**config.mk**
```make
export PLATFORM = sky130hd
export DESIGN_NAME = resv_monitor
export DESIGN_NICKNAME = d
export VERILOG_FILES = /design/src/rtl/resv_pkg.sv /design/src/rtl/resv_req_decode.sv /design/src/rtl/resv_slot.sv /design/src/rtl/resv_fail_track.sv /design/src/rtl/resv_monitor.sv
export SDC_FILE = /design/constraint.sdc
export NUM_CORES = 1
export LEC_CHECK = 0
export BUFFER_PORTS_ARGS = -buffer_cell sky130_fd_sc_hd__buf_2
export CAP_MARGIN = 10
export CELL_PAD_IN_SITES_DETAIL_PLACEMENT = 0
export CELL_PAD_IN_SITES_GLOBAL_PLACEMENT = 1
export CORE_UTILIZATION = 40
export CTS_BUF_LIST = sky130_fd_sc_hd__clkbuf_4
export CTS_CLUSTER_DIAMETER = 30
export DETAILED_ROUTE_END_ITERATION = 12
export HOLD_SLACK_MARGIN = 0.1
export PLACE_DENSITY_LB_ADDON = 0.25
export SLEW_MARGIN = 20
export SYNTH_ARGS = -nofsm -noshare
export SYNTH_HDL_FRONTEND = slang
export SYNTH_SLANG_ARGS = --single-unit
```
**constraint.sdc**
```tcl
create_clock -name clk -period 3.1 [get_ports clk]
set_input_delay 0.31 -clock clk [delete_from_list [all_inputs] [get_ports clk]]
set_output_delay 0.31 -clock clk [all_outputs]
set_load 0.02 [all_outputs]
```
**src/rtl/resv_pkg.sv**
```systemverilog
package resv_pkg;

    typedef enum logic {
        SLOT_EMPTY = 1'b0,
        SLOT_HELD  = 1'b1
    } slot_state_e;

    typedef enum logic [2:0] {
        REQ_NONE,
        REQ_LOAD,
        REQ_LOAD_LOCKED,
        REQ_STORE,
        REQ_SC,
        REQ_SC_UNCACHED
    } req_kind_e;

    typedef enum logic [1:0] {
        RC_ZERO     = 2'd0,
        RC_PASS     = 2'd1,
        RC_UNCACHED = 2'd2
    } rsp_code_e;

endpackage

```
**src/rtl/resv_req_decode.sv**
```systemverilog
module resv_req_decode
    import resv_pkg::*;
(
    input  logic      valid,
    input  logic      locked,
    input  logic      uncached,
    input  logic      write,
    output req_kind_e kind
);

    always_comb begin
        if (!valid) begin
            kind = REQ_NONE;
        end else if (!write) begin
            kind = locked ? REQ_LOAD_LOCKED : REQ_LOAD;
        end else if (!locked) begin
            kind = REQ_STORE;
        end else begin
            kind = uncached ? REQ_SC_UNCACHED : REQ_SC;
        end
    end

endmodule

```
**src/rtl/resv_slot.sv**
```systemverilog
module resv_slot
    import resv_pkg::*;
#(
    parameter int GW = 28
) (
    input  logic          clk,
    input  logic          rst_n,
    input  logic          arm,
    input  logic          kill,
    input  logic [GW-1:0] req_gran,
    output logic          held,
    output logic          match
);

    slot_state_e   state_q, state_d;
    logic [GW-1:0] gran_q;

    // next-state logic
    always_comb begin
        state_d = state_q;
        unique case (state_q)
            SLOT_EMPTY: if (arm)  state_d = SLOT_HELD;
            SLOT_HELD:  if (kill) state_d = SLOT_EMPTY;
                        else if (arm) state_d = SLOT_HELD;
            default:    state_d = SLOT_EMPTY;
        endcase
    end

    // state register
    always_ff @(posedge clk) begin
        if (!rst_n) begin
            state_q <= SLOT_EMPTY;
            gran_q  <= '0;
        end else begin
            state_q <= state_d;
            if (arm) gran_q <= req_gran;
        end
    end

    // outputs
    always_comb begin
        held  = (state_q == SLOT_HELD);
        match = (gran_q == req_gran);
    end


    arm_hold_chk: assert property (@(posedge clk) disable iff (!rst_n)
        arm |=> (held && gran_q == $past(req_gran)));


    kill_empty_chk: assert property (@(posedge clk) disable iff (!rst_n)
        (kill && !arm) |=> !held);


    idle_stable_chk: assert property (@(posedge clk) disable iff (!rst_n)
        (!kill && !arm) |=> ($stable(held) && $stable(gran_q)));

endmodule

```
**src/rtl/resv_fail_track.sv**
```systemverilog
module resv_fail_track #(
    parameter int NUM_CTX     = 4,
    parameter int CTX_W       = 2,
    parameter int FAIL_CNT_W  = 32,
    parameter int WARN_PERIOD = 100000
) (
    input  logic             clk,
    input  logic             rst_n,
    input  logic             fail_evt,
    input  logic             clr_evt,
    input  logic [CTX_W-1:0] ctx,
    output logic             warn_pulse,
    output logic [CTX_W-1:0] warn_ctx
);

    localparam int PH_W = (WARN_PERIOD > 1) ? $clog2(WARN_PERIOD) : 1;
    localparam logic [PH_W-1:0] PH_LAST = PH_W'(WARN_PERIOD - 1);

    logic [NUM_CTX-1:0] hit;

    for (genvar i = 0; i < NUM_CTX; i++) begin : g_ctx
        logic [FAIL_CNT_W-1:0] cnt_q;
        logic [PH_W-1:0]       ph_q;
        logic                  sel, sat;

        always_comb begin
            sel    = (ctx == CTX_W'(i));
            sat    = (cnt_q == '1);
            hit[i] = fail_evt && sel && !sat && (ph_q == PH_LAST);
        end

        always_ff @(posedge clk) begin
            if (!rst_n) begin
                cnt_q <= '0;
                ph_q  <= '0;
            end else if (clr_evt && sel) begin
                cnt_q <= '0;
                ph_q  <= '0;
            end else if (fail_evt && sel && !sat) begin
                cnt_q <= cnt_q + 1'b1;
                ph_q  <= (ph_q == PH_LAST) ? '0 : ph_q + 1'b1;
            end
        end


        sat_hold_chk: assert property (@(posedge clk) disable iff (!rst_n)
            (sat && !(clr_evt && sel)) |=> (cnt_q == '1));
    end

    always_ff @(posedge clk) begin
        if (!rst_n) begin
            warn_pulse <= 1'b0;
            warn_ctx   <= '0;
        end else begin
            warn_pulse <= |hit;
            if (fail_evt) warn_ctx <= ctx;
        end
    end


    warn_cause_chk: assert property (@(posedge clk) disable iff (!rst_n)
        warn_pulse |-> $past(fail_evt && !clr_evt));

endmodule

```
**src/rtl/resv_monitor.sv**
```systemverilog
module resv_monitor
    import resv_pkg::*;
#(
    parameter int NUM_CTX     = 4,
    parameter int ADDR_W      = 32,
    parameter int GRAN_BITS   = 4,
    parameter int FAIL_CNT_W  = 32,
    parameter int WARN_PERIOD = 100000,
    localparam int CTX_W      = (NUM_CTX > 1) ? $clog2(NUM_CTX) : 1
) (
    input  logic              clk,
    input  logic              rst_n,
    input  logic              req_valid,
    input  logic [CTX_W-1:0]  req_ctx,
    input  logic [ADDR_W-1:0] req_addr,
    input  logic              req_locked,
    input  logic              req_uncached,
    input  logic              req_write,
    output logic              rsp_valid,
    output logic [1:0]        rsp_code,
    output logic              rsp_do_write,
    output logic              warn_pulse,
    output logic [CTX_W-1:0]  warn_ctx
);

    localparam int GW = ADDR_W - GRAN_BITS;

    req_kind_e          kind;
    logic [GW-1:0]      req_gran;
    logic [NUM_CTX-1:0] held, match, own_sel, arm, kill;
    logic               own_held, own_match;
    logic               sc_ok, sc_fail, commit, uc_sc;
    logic               unused_gran_bits;

    assign req_gran         = req_addr[ADDR_W-1:GRAN_BITS];
    assign unused_gran_bits = ^req_addr[GRAN_BITS-1:0];

    resv_req_decode u_dec (
        .valid    (req_valid),
        .locked   (req_locked),
        .uncached (req_uncached),
        .write    (req_write),
        .kind     (kind)
    );

    always_comb begin
        own_held  = |(held & own_sel);
        own_match = |(match & own_sel);
        uc_sc     = (kind == REQ_SC_UNCACHED);
        sc_ok     = (kind == REQ_SC) && own_held && own_match;
        sc_fail   = (kind == REQ_SC) && !sc_ok;
        commit    = (kind == REQ_STORE) || uc_sc || sc_ok;
    end

    for (genvar i = 0; i < NUM_CTX; i++) begin : g_slot
        always_comb begin
            own_sel[i] = (req_ctx == CTX_W'(i));
            arm[i]     = (kind == REQ_LOAD_LOCKED) && own_sel[i];
            kill[i]    = (commit && match[i]) || (sc_fail && own_sel[i]);
        end

        resv_slot #(.GW(GW)) u_slot (
            .clk      (clk),
            .rst_n    (rst_n),
            .arm      (arm[i]),
            .kill     (kill[i]),
            .req_gran (req_gran),
            .held     (held[i]),
            .match    (match[i])
        );
    end

    // response register
    always_ff @(posedge clk) begin
        if (!rst_n) begin
            rsp_valid    <= 1'b0;
            rsp_code     <= RC_ZERO;
            rsp_do_write <= 1'b0;
        end else begin
            rsp_valid <= 1'b0;
            unique case (kind)
                REQ_STORE: begin
                    rsp_valid    <= 1'b1;
                    rsp_code     <= RC_ZERO;
                    rsp_do_write <= 1'b1;
                end
                REQ_SC: begin
                    rsp_valid    <= 1'b1;
                    rsp_code     <= own_held ? RC_PASS : RC_ZERO;
                    rsp_do_write <= sc_ok;
                end
                REQ_SC_UNCACHED: begin
                    rsp_valid    <= 1'b1;
                    rsp_code     <= RC_UNCACHED;
                    rsp_do_write <= 1'b1;
                end
                default: ;
            endcase
        end
    end

    resv_fail_track #(
        .NUM_CTX     (NUM_CTX),
        .CTX_W       (CTX_W),
        .FAIL_CNT_W  (FAIL_CNT_W),
        .WARN_PERIOD (WARN_PERIOD)
    ) u_fail (
        .clk        (clk),
        .rst_n      (rst_n),
        .fail_evt   (sc_fail),
        .clr_evt    (sc_ok || uc_sc),
        .ctx        (req_ctx),
        .warn_pulse (warn_pulse),
        .warn_ctx   (warn_ctx)
    );


    uncached_code_chk: assert property (@(posedge clk) disable iff (!rst_n)
        (req_valid && req_write && req_locked && req_uncached)
        |=> (rsp_valid && rsp_code == 2'd2 && rsp_do_write));


    no_resv_fail_chk: assert property (@(posedge clk) disable iff (!rst_n)
        (kind == REQ_SC && !own_held)
        |=> (rsp_code == 2'd0 && !rsp_do_write));


    rsp_source_chk: assert property (@(posedge clk) disable iff (!rst_n)
        rsp_valid |-> $past(req_valid && req_write));


    one_kill_chk: assert property (@(posedge clk) disable iff (!rst_n)
        sc_fail |-> $onehot0(kill));

endmodule

```
==> results of run 1 <==
[worst register-to-register path, delay by kind of cell (launching register included)]
| family | cells | cell delay (ns) |
|---|---|---|
| compound gates | 3 | 0.66 |
| xor+xnor | 1 | 0.26 |
| buf+inv | 1 | 0.32 |
| flops | 1 | 0.32 |
| simple gates | 4 | 1.16 |
[sequential cells by signal, summed over array words and instances, names as in the netlist, 2 cells and up]
register,cells
u_fail.g_ctx.cnt_q,128
g_slot.u_slot.gran_q,112
u_fail.g_ctx.ph_q,68
g_slot.u_slot.held,4
rsp_code,2
u_fail.warn_ctx,2
[path summary, 6_finish.rpt]
| kind | depth (start not counted) | to | slack (ns) |
|---|---|---|---|
| hold reg to reg | 2 | g_slot[1].u_slot.gran_q[26]$_SDFFE_PN0P_ | 0.47 |
| setup reg to reg | 9 | u_fail.g_ctx[2].ph_q[3]$_SDFFE_PP0P_ | 0.23 |
| setup / recovery | 9 | u_fail.g_ctx[2].ph_q[3]$_SDFFE_PP0P_ | 0.23 |
| hold / removal | 6 | rsp_code[1]$_SDFFE_PN0P_ | 0.26 |
[cell type report]
class | instances | area, um^2 | area share [%]
Antenna cell | 3 | 7.51 | 0.0411
Clock buffer | 131 | 983 | 5.39
Clock inverter | 41 | 229 | 1.26
Inverter | 24 | 92.6 | 0.508
Multi-Input combinational cell | 1471 | 8640 | 47.3
Sequential cell | 319 | 6390 | 35.0
Tap cell | 518 | 648 | 3.55
Timing Repair Buffer | 149 | 1260 | 6.90
[per-stage QoR]
stage                     util [%]  instance area, um^2  hold slack [ns]  TNS, ns
final                         47.2                18200            0.256        0
after global routing          47.2                18200            0.253        0
after CTS                     47.2                18200            0.168        0
after detailed placement      43.2                16700            0.459   -0.433
after global placement        43.2                16700            0.455   -0.143
after floorplan                  -                15700            0.447        0
[what timing repair did]
item,CTS,global route
endpoints found under the setup margin,0,4
endpoints found under the hold margin,150,0
hold buffers,33,0
resized for setup,0,1
[power by group]
part	switching [mW]	leakage, nW	internal (mW)	total, mW
Clock	1.91	0.722	2.13	4.04
Combinational	0.272	2.44	0.171	0.443
Sequential	0.0120	2.57	4.12	4.13
[kinds of logic after synthesis]
family,after synthesis,share of synthesized area [%]
XOR/XNOR,241,13.5
multiplexers,32,2.12
AO/OA/AOI/OAI,245,9.13
AND/OR/NAND/NOR,944,29.4
flip-flops,319,40.7
adder cells (fa/ha/maj),9,0.718
buffers and inverters,141,4.40
[layout by cell type, fill, tap and decap left out, types with 13 or more instances in the layout]
cell type      count
nor2_1           229
buf_2             42
or4_1             22
o21ai_0           32
xnor2_1          218
nand4_1           83
nor3_1            68
clkbuf_4         131
nand3_1           77
mux2i_1           31
inv_1             23
nor4_1            48
buf_4             61
o31ai_1           18
dlygate4sd3_1     33
or3_1             26
a21oi_1          153
nand2_1          277
buf_12            13
clkinv_1          25
dfxtp_1          319
and3_1            33
nand3b_1          13
xor2_1            23
[metal layers]
layer	wire length (um)	vias to the layer above	track usage [%]
met2	19000	238	33.9
met5	0	-	0
li1	-	7018	-
met4	737	0	6.81
met1	19100	6500	27.5
met3	1820	64	4.59
==> out/metrics.yaml, run 1 <==
worst_ir_drop_vdd_mv: 0.239
n_fill_cell: 3898
grt_pass1_vias: 13300
ys_seq_elements: 319
dp_cells: 2448
syn_area_um2: 15700
relSlewSlack_pct: 43.6
grt_start_max_net_pins: 75
start_util_pct: 40.6
synth_nets: 1980
coreArea_um2: 38600
pre_cts_ws_ns: -0.133
slew_violations: 0
drive_gt1_share_pct: 13.8
die_w_um: 200
synth_edf_count: 0
syn_area_per_cell_um2: 8.12
p_total_mw: 8.61
slowest_delay_ns: 0.52
period_needed_ns: 2.87
track_usage_pct: 20.9
setup_ws_ns: 0.229
synthFlopType: "dfxtp_1"
die_area_um2: 40000
insertion_delay_ns: 0.78
final_nets: 2111
hold_viol_final: 0
io_pins: 47
rsz0062_at_grt: "no"
arrival_ns: 3.47
synth_cell_types: 64
cts.htree.levels: 3
clock_tree.root_cell: "clkbuf_4"
stdcell_count: 2656
worst-setup-path-type: "register to register"
row_count: 72
critPathMaxFanout: 15
worstReg2RegStart: "g_slot[3].u_slot.gran_q[26]$_SDFFE_PN0P_"
routabilityCongestion: 0.798
grt_overflow_total: 0
placement.io_buffers: 42
grt_pass1_wl_um: 67100
worstSetupStartpointType: "register"
wl_per_cell_um: 15.3
cpMaxStageDelayCell: "nor4_4"
cp-end-kind: "register"
cp-startpoint: "g_slot[3].u_slot.gran_q[26]$_SDFFE_PN0P_"
die_h_um: 200
path_cells: "xnor2_1 > nand4_1 > nor4_4 > nand3_1 > o2111ai_4 > buf_4 > nor3_2 > a21oi_1 > a311oi_1"
status: "complete, no violations"
cp.required_ns: 3.70
power_density_nw_per_um2: 472
cts_tree: "built"
vias_per_cell: 5.20
setup_viol: 0
yosysMostFrequentCell: "dfxtp_1"
antenna_found_initial: 3
syn_inst: 1931
synthTopCellsByCount: "dfxtp_1, nand2_1, nor2_1"
synthToLayoutAreaGrowth_pct: 16.4
vias: 13800
first_pass_iters: 5
cts_made_buffers: 97
crit_buf_inv: 1
antenna_left: 0
yosysWarnings: 0
path_clk_slew_ns: 0.06
synth_area_leaders: "dfxtp_1, xnor2_1, nand2_1"
clock_sinks: 319
min_from: "req_uncached"
yosys.area.top_type: "dfxtp_1"
cts_buffer_depth: 3
synthArstFlopShare_pct: 0
max_freq_mhz: 348
worstMarginPinSlew_ns: 0.845
drt-initial-drc-count: 610
finalCritPeriodShare_pct: 92.6
cts_setup_buffers: 0
drc: 0
skew_ns: 0.0400
synth_top_area_share_pct: 40.7
hp-class: "input pin to register"
max_cap_violations: 0
dpl.hpwl_um: 26600
seq_area_frac_synth_pct: 40.7
p_leak_nw: 5.73
routed_wl_um: 40600
path_delay_family: "simple AND/OR/NAND/NOR gates"
Note: power is estimated with default switching activity, not from simulation.
==> run 2: changes to the inputs <==
ABC_AREA = 1   (was default)
==> run 2 against run 1 <==
Clock power barely moved. Worst setup slack improved by 0.15 ns. Final area increased by 10%. Wire length up 18%. Fmax grew 5.6%.
==> out/metrics.yaml, run 2 <==
clock_sinks: 319  # unchanged
n_fill_cell: 4611  # +18%
start_util_pct: 40.8  # +0.27 points
synthFlopType: "dfxtp_1"
synthTopCellsByCount: "nand2_1, nor2_1, dfxtp_1"
clock_tree.root_cell: "clkbuf_4"
synth_compound_gate_area_share_pct: 10.8  # +1.7 points
finalCritPeriodShare_pct: 87.7  # -4.9 points
synth_area_leaders: "dfxtp_1, nand2_1, nor2_1"
final_nets: 2795  # +32%
setup_viol: 0  # unchanged
hold_viol_final: 0  # unchanged
skew_ns: 0.0809  # +0.0409 ns
arrival_ns: 3.44  # -0.03 ns
seq_area_frac_synth_pct: 36.0  # -4.7 points
yosysMostFrequentCell: "nand2_1"
die_h_um: 213  # +6.3%
slew_violations: 0  # unchanged
die_w_um: 213  # +6.3%
seq_area_um2: 6390  # unchanged
routabilityCongestion: 0.887  # +11%
yosys.area.top_type: "dfxtp_1"
first_pass_iters: 5  # unchanged
cts_made_buffers: 101  # +4.1%
cts_buffer_depth: 3  # unchanged
wl_per_cell_um: 14.0  # -8.6%
synthToLayoutAreaGrowth_pct: 13.1
syn_area_per_cell_um2: 6.67  # -18%
relSlewSlack_pct: 35.0  # -8.6 points
worstSetupStartpointType: "input pin"
slowest_delay_ns: 0.66  # +0.14 ns
antenna_left: 0  # unchanged
muxShareOfSynthArea_pct: 0  # -2.1 points
period_needed_ns: 2.72  # -0.151 ns
synth_nets: 2710  # +37%
p_leak_nw: 7.39  # +29%
rsz0062_at_grt: "no"
drt-initial-drc-count: 1085  # +78%
coreArea_um2: 43500  # +12%
syn_area_um2: 17700  # +13%
setup_tns_ns: 0  # unchanged
cp-end-kind: "register"
hp-class: "input pin to register"
max_cap_violations: 0  # unchanged
synth-simple-area-share_pct: 34.4  # +5.0 points
top_register: "u_fail.g_ctx.cnt_q"
synth_edf_count: 0  # unchanged
antenna_found_initial: 3  # unchanged
drc: 0  # unchanged
cts_tree: "built"
critPathMaxFanout: 28  # +13
crit_buf_inv: 5  # +4
io_pins: 47  # unchanged
vias: 17400  # +26%
dpl.hpwl_um: 31700  # +19%
worst_ir_drop_vdd_mv: 0.259  # +8.4%
synth_cell_types: 37  # -42%
grt_pass1_vias: 16100  # +22%
synthXorXnorAreaFrac_pct: 9.97  # -3.5 points
synth_top_family_by_area: "simple AND/OR/NAND/NOR gates"
path_cells: "dlygate4sd3_1 > buf_2 > nand2_1 > nand2_1 > dlygate4sd3_1 > nor2_1 > o21ai_0 > nor2_1 > nor2_4 > buf_12 > nand3_2 > buf_4 > nor2_1 > nand2_1 > nand2_1 > nor2_1"
stdcell_count: 3418  # +29%
die_area_um2: 45200  # +13%
cp.required_ns: 3.82  # +0.12 ns
yosysWarnings: 0  # unchanged
path_clk_slew_ns: 0.06  # about the same
worst-setup-path-type: "input pin to register"
vias_per_cell: 5.08  # -2.4%
syn_inst: 2661  # +38%
grt_overflow_total: 0  # unchanged
max_freq_mhz: 368  # +5.6%
path_delay_family: "buffers and inverters"
power_density_nw_per_um2: 433  # -8.3%
grt_start_max_net_pins: 116  # +55%
placement.io_buffers: 42  # unchanged
cts.htree.levels: 3  # unchanged
status: "complete, no violations"
top_regs: "u_fail.g_ctx.cnt_q: 128 flops, g_slot.u_slot.gran_q: 112 flops, u_fail.g_ctx.ph_q: 68 flops"
routed_wl_um: 47800  # +18%
synth_top_area_share_pct: 36.0  # -4.7 points
drive_gt1_share_pct: 9.55  # -4.3 points
yosys.area_share.adder_pct: 0.634  # -0.084 points
mostFrequentLayoutCell: "nand2_1"
grt_pass1_wl_um: 79400  # +18%
multi_input_comb_area_um2: 9950  # +15%
row_count: 76  # +5.6%
insertion_delay_ns: 0.87  # +0.09 ns
synthArstFlopShare_pct: 0  # unchanged
track_usage_pct: 21.5  # +0.59 points
layout_common_cells: "nand2_1, nor2_1, dfxtp_1, inv_1, a21oi_1"
dp_cells: 3192  # +30%
largest_reg_flops: 128  # unchanged
ys_seq_elements: 319  # unchanged
cts_setup_buffers: 0  # unchanged
cpMaxStageDelayCell: "dlygate4sd3_1"
worstMarginPinSlew_ns: 0.974  # +0.129 ns
## run 2: changes by cell type after synthesis, moves of 21 or more
| cell | before | now |
|---|---|---|
| a21oi_1 | 153 | 201 |
| and3_1 | 33 | 0 |
| clkbuf_1 | 43 | 69 |
| inv_1 | 23 | 201 |
| mux2i_1 | 31 | 0 |
| nand2_1 | 277 | 539 |
| nand4_1 | 83 | 170 |
| nor2_1 | 233 | 477 |
| o21ai_0 | 32 | 158 |
| or3_1 | 26 | 0 |
| or4_1 | 22 | 1 |
| xnor2_1 | 218 | 111 |
| xor2_1 | 23 | 91 |
## run 2: worst register-to-register path, stage by stage, from the launching register on
cell     delay [ns]
dfxtp_1        0.41
ha_1           0.24
nand2_1        0.14
nor2_1         0.19
nand4_1        0.16
nor3_1         0.22
nand3_1        0.12
nor2_1         0.15
nand4_1        0.25
nand3_2        0.19
buf_12         0.28
nor2_1         0.11
nand2_1        0.07
nand2_1        0.04
nor2_1         0.09
## run 2: cells by family (layout without fill, tap and decap cells)
group / Yosys count / in the layout
other cells: 0 / 5
xor+xnor: 202 / 202
buf+inv: 350 / 517
fa+ha+maj: 9 / 9
simple gates: 1403 / 1403
flops: 319 / 319
compound gates: 378 / 378
## run 2: final timing paths
path	cells after the start	slack, ns	end	from
setup / recovery	16	0.38	u_fail.g_ctx[3].cnt_q[5]$_SDFFE_PP0P_	req_write
hold / removal	7	0.24	rsp_do_write$_SDFFE_PN0P_	req_uncached
setup reg to reg	14	0.40	u_fail.g_ctx[2].cnt_q[7]$_SDFFE_PP0P_	u_fail.g_ctx[2].cnt_q[0]$_SDFFE_PP0P_
hold reg to reg	2	0.46	u_fail.g_ctx[3].ph_q[10]$_SDFFE_PP0P_	u_fail.g_ctx[3].ph_q[10]$_SDFFE_PP0P_
## run 2: repair_timing
item,in CTS,in global routing
hold buffers,36,0
gates resized for setup,0,2
endpoints found under the setup margin,0,19
endpoints found under the hold margin,153,0
## run 2: where the power goes
group,internal (mW),total [mW],switching [mW],leakage (nW)
combinational,0.172,0.483,0.311,4.07
clock,2.08,4.06,1.98,0.748
sequential,4.13,4.15,0.0211,2.57
total,6.38,8.69,2.31,7.39
## run 2: final cells by class
type                       count  share of cell area (%)
tap                          585                    3.65
timing repair buffer         119                    4.69
antenna                        5                  0.0624
clock buffer                 138                    5.16
multi-input combinational   1992                    49.6
clock inverter                47                    1.03
sequential                   319                    31.8
inverter                     213                    3.98
## run 2: through the flow
step	hold WS [ns]	setup WS [ns]	cell area [um^2]	utilization [%]	power, mW
2_1_floorplan	0.427	0.994	17700	-	4.55
3_3_place_gp	0.445	0.230	18400	42.4	4.68
3_5_place_dp	0.455	0.209	18400	42.4	4.69
4_1_cts	0.143	0.242	20000	46.1	8.87
5_1_grt	0.262	0.137	20100	46.2	9.18
6_report	0.237	0.381	20100	46.2	8.69
## run 2: layer usage
| layer | routed length, um | vias up | track usage, % |
|---|---|---|---|
| met5 | 0 | - | 0 |
| met4 | 1030 | 0 | 7.44 |
| met3 | 2450 | 89 | 4.39 |
| met2 | 20800 | 354 | 33.3 |
| met1 | 23500 | 7928 | 29.5 |
| li1 | - | 8985 | - |
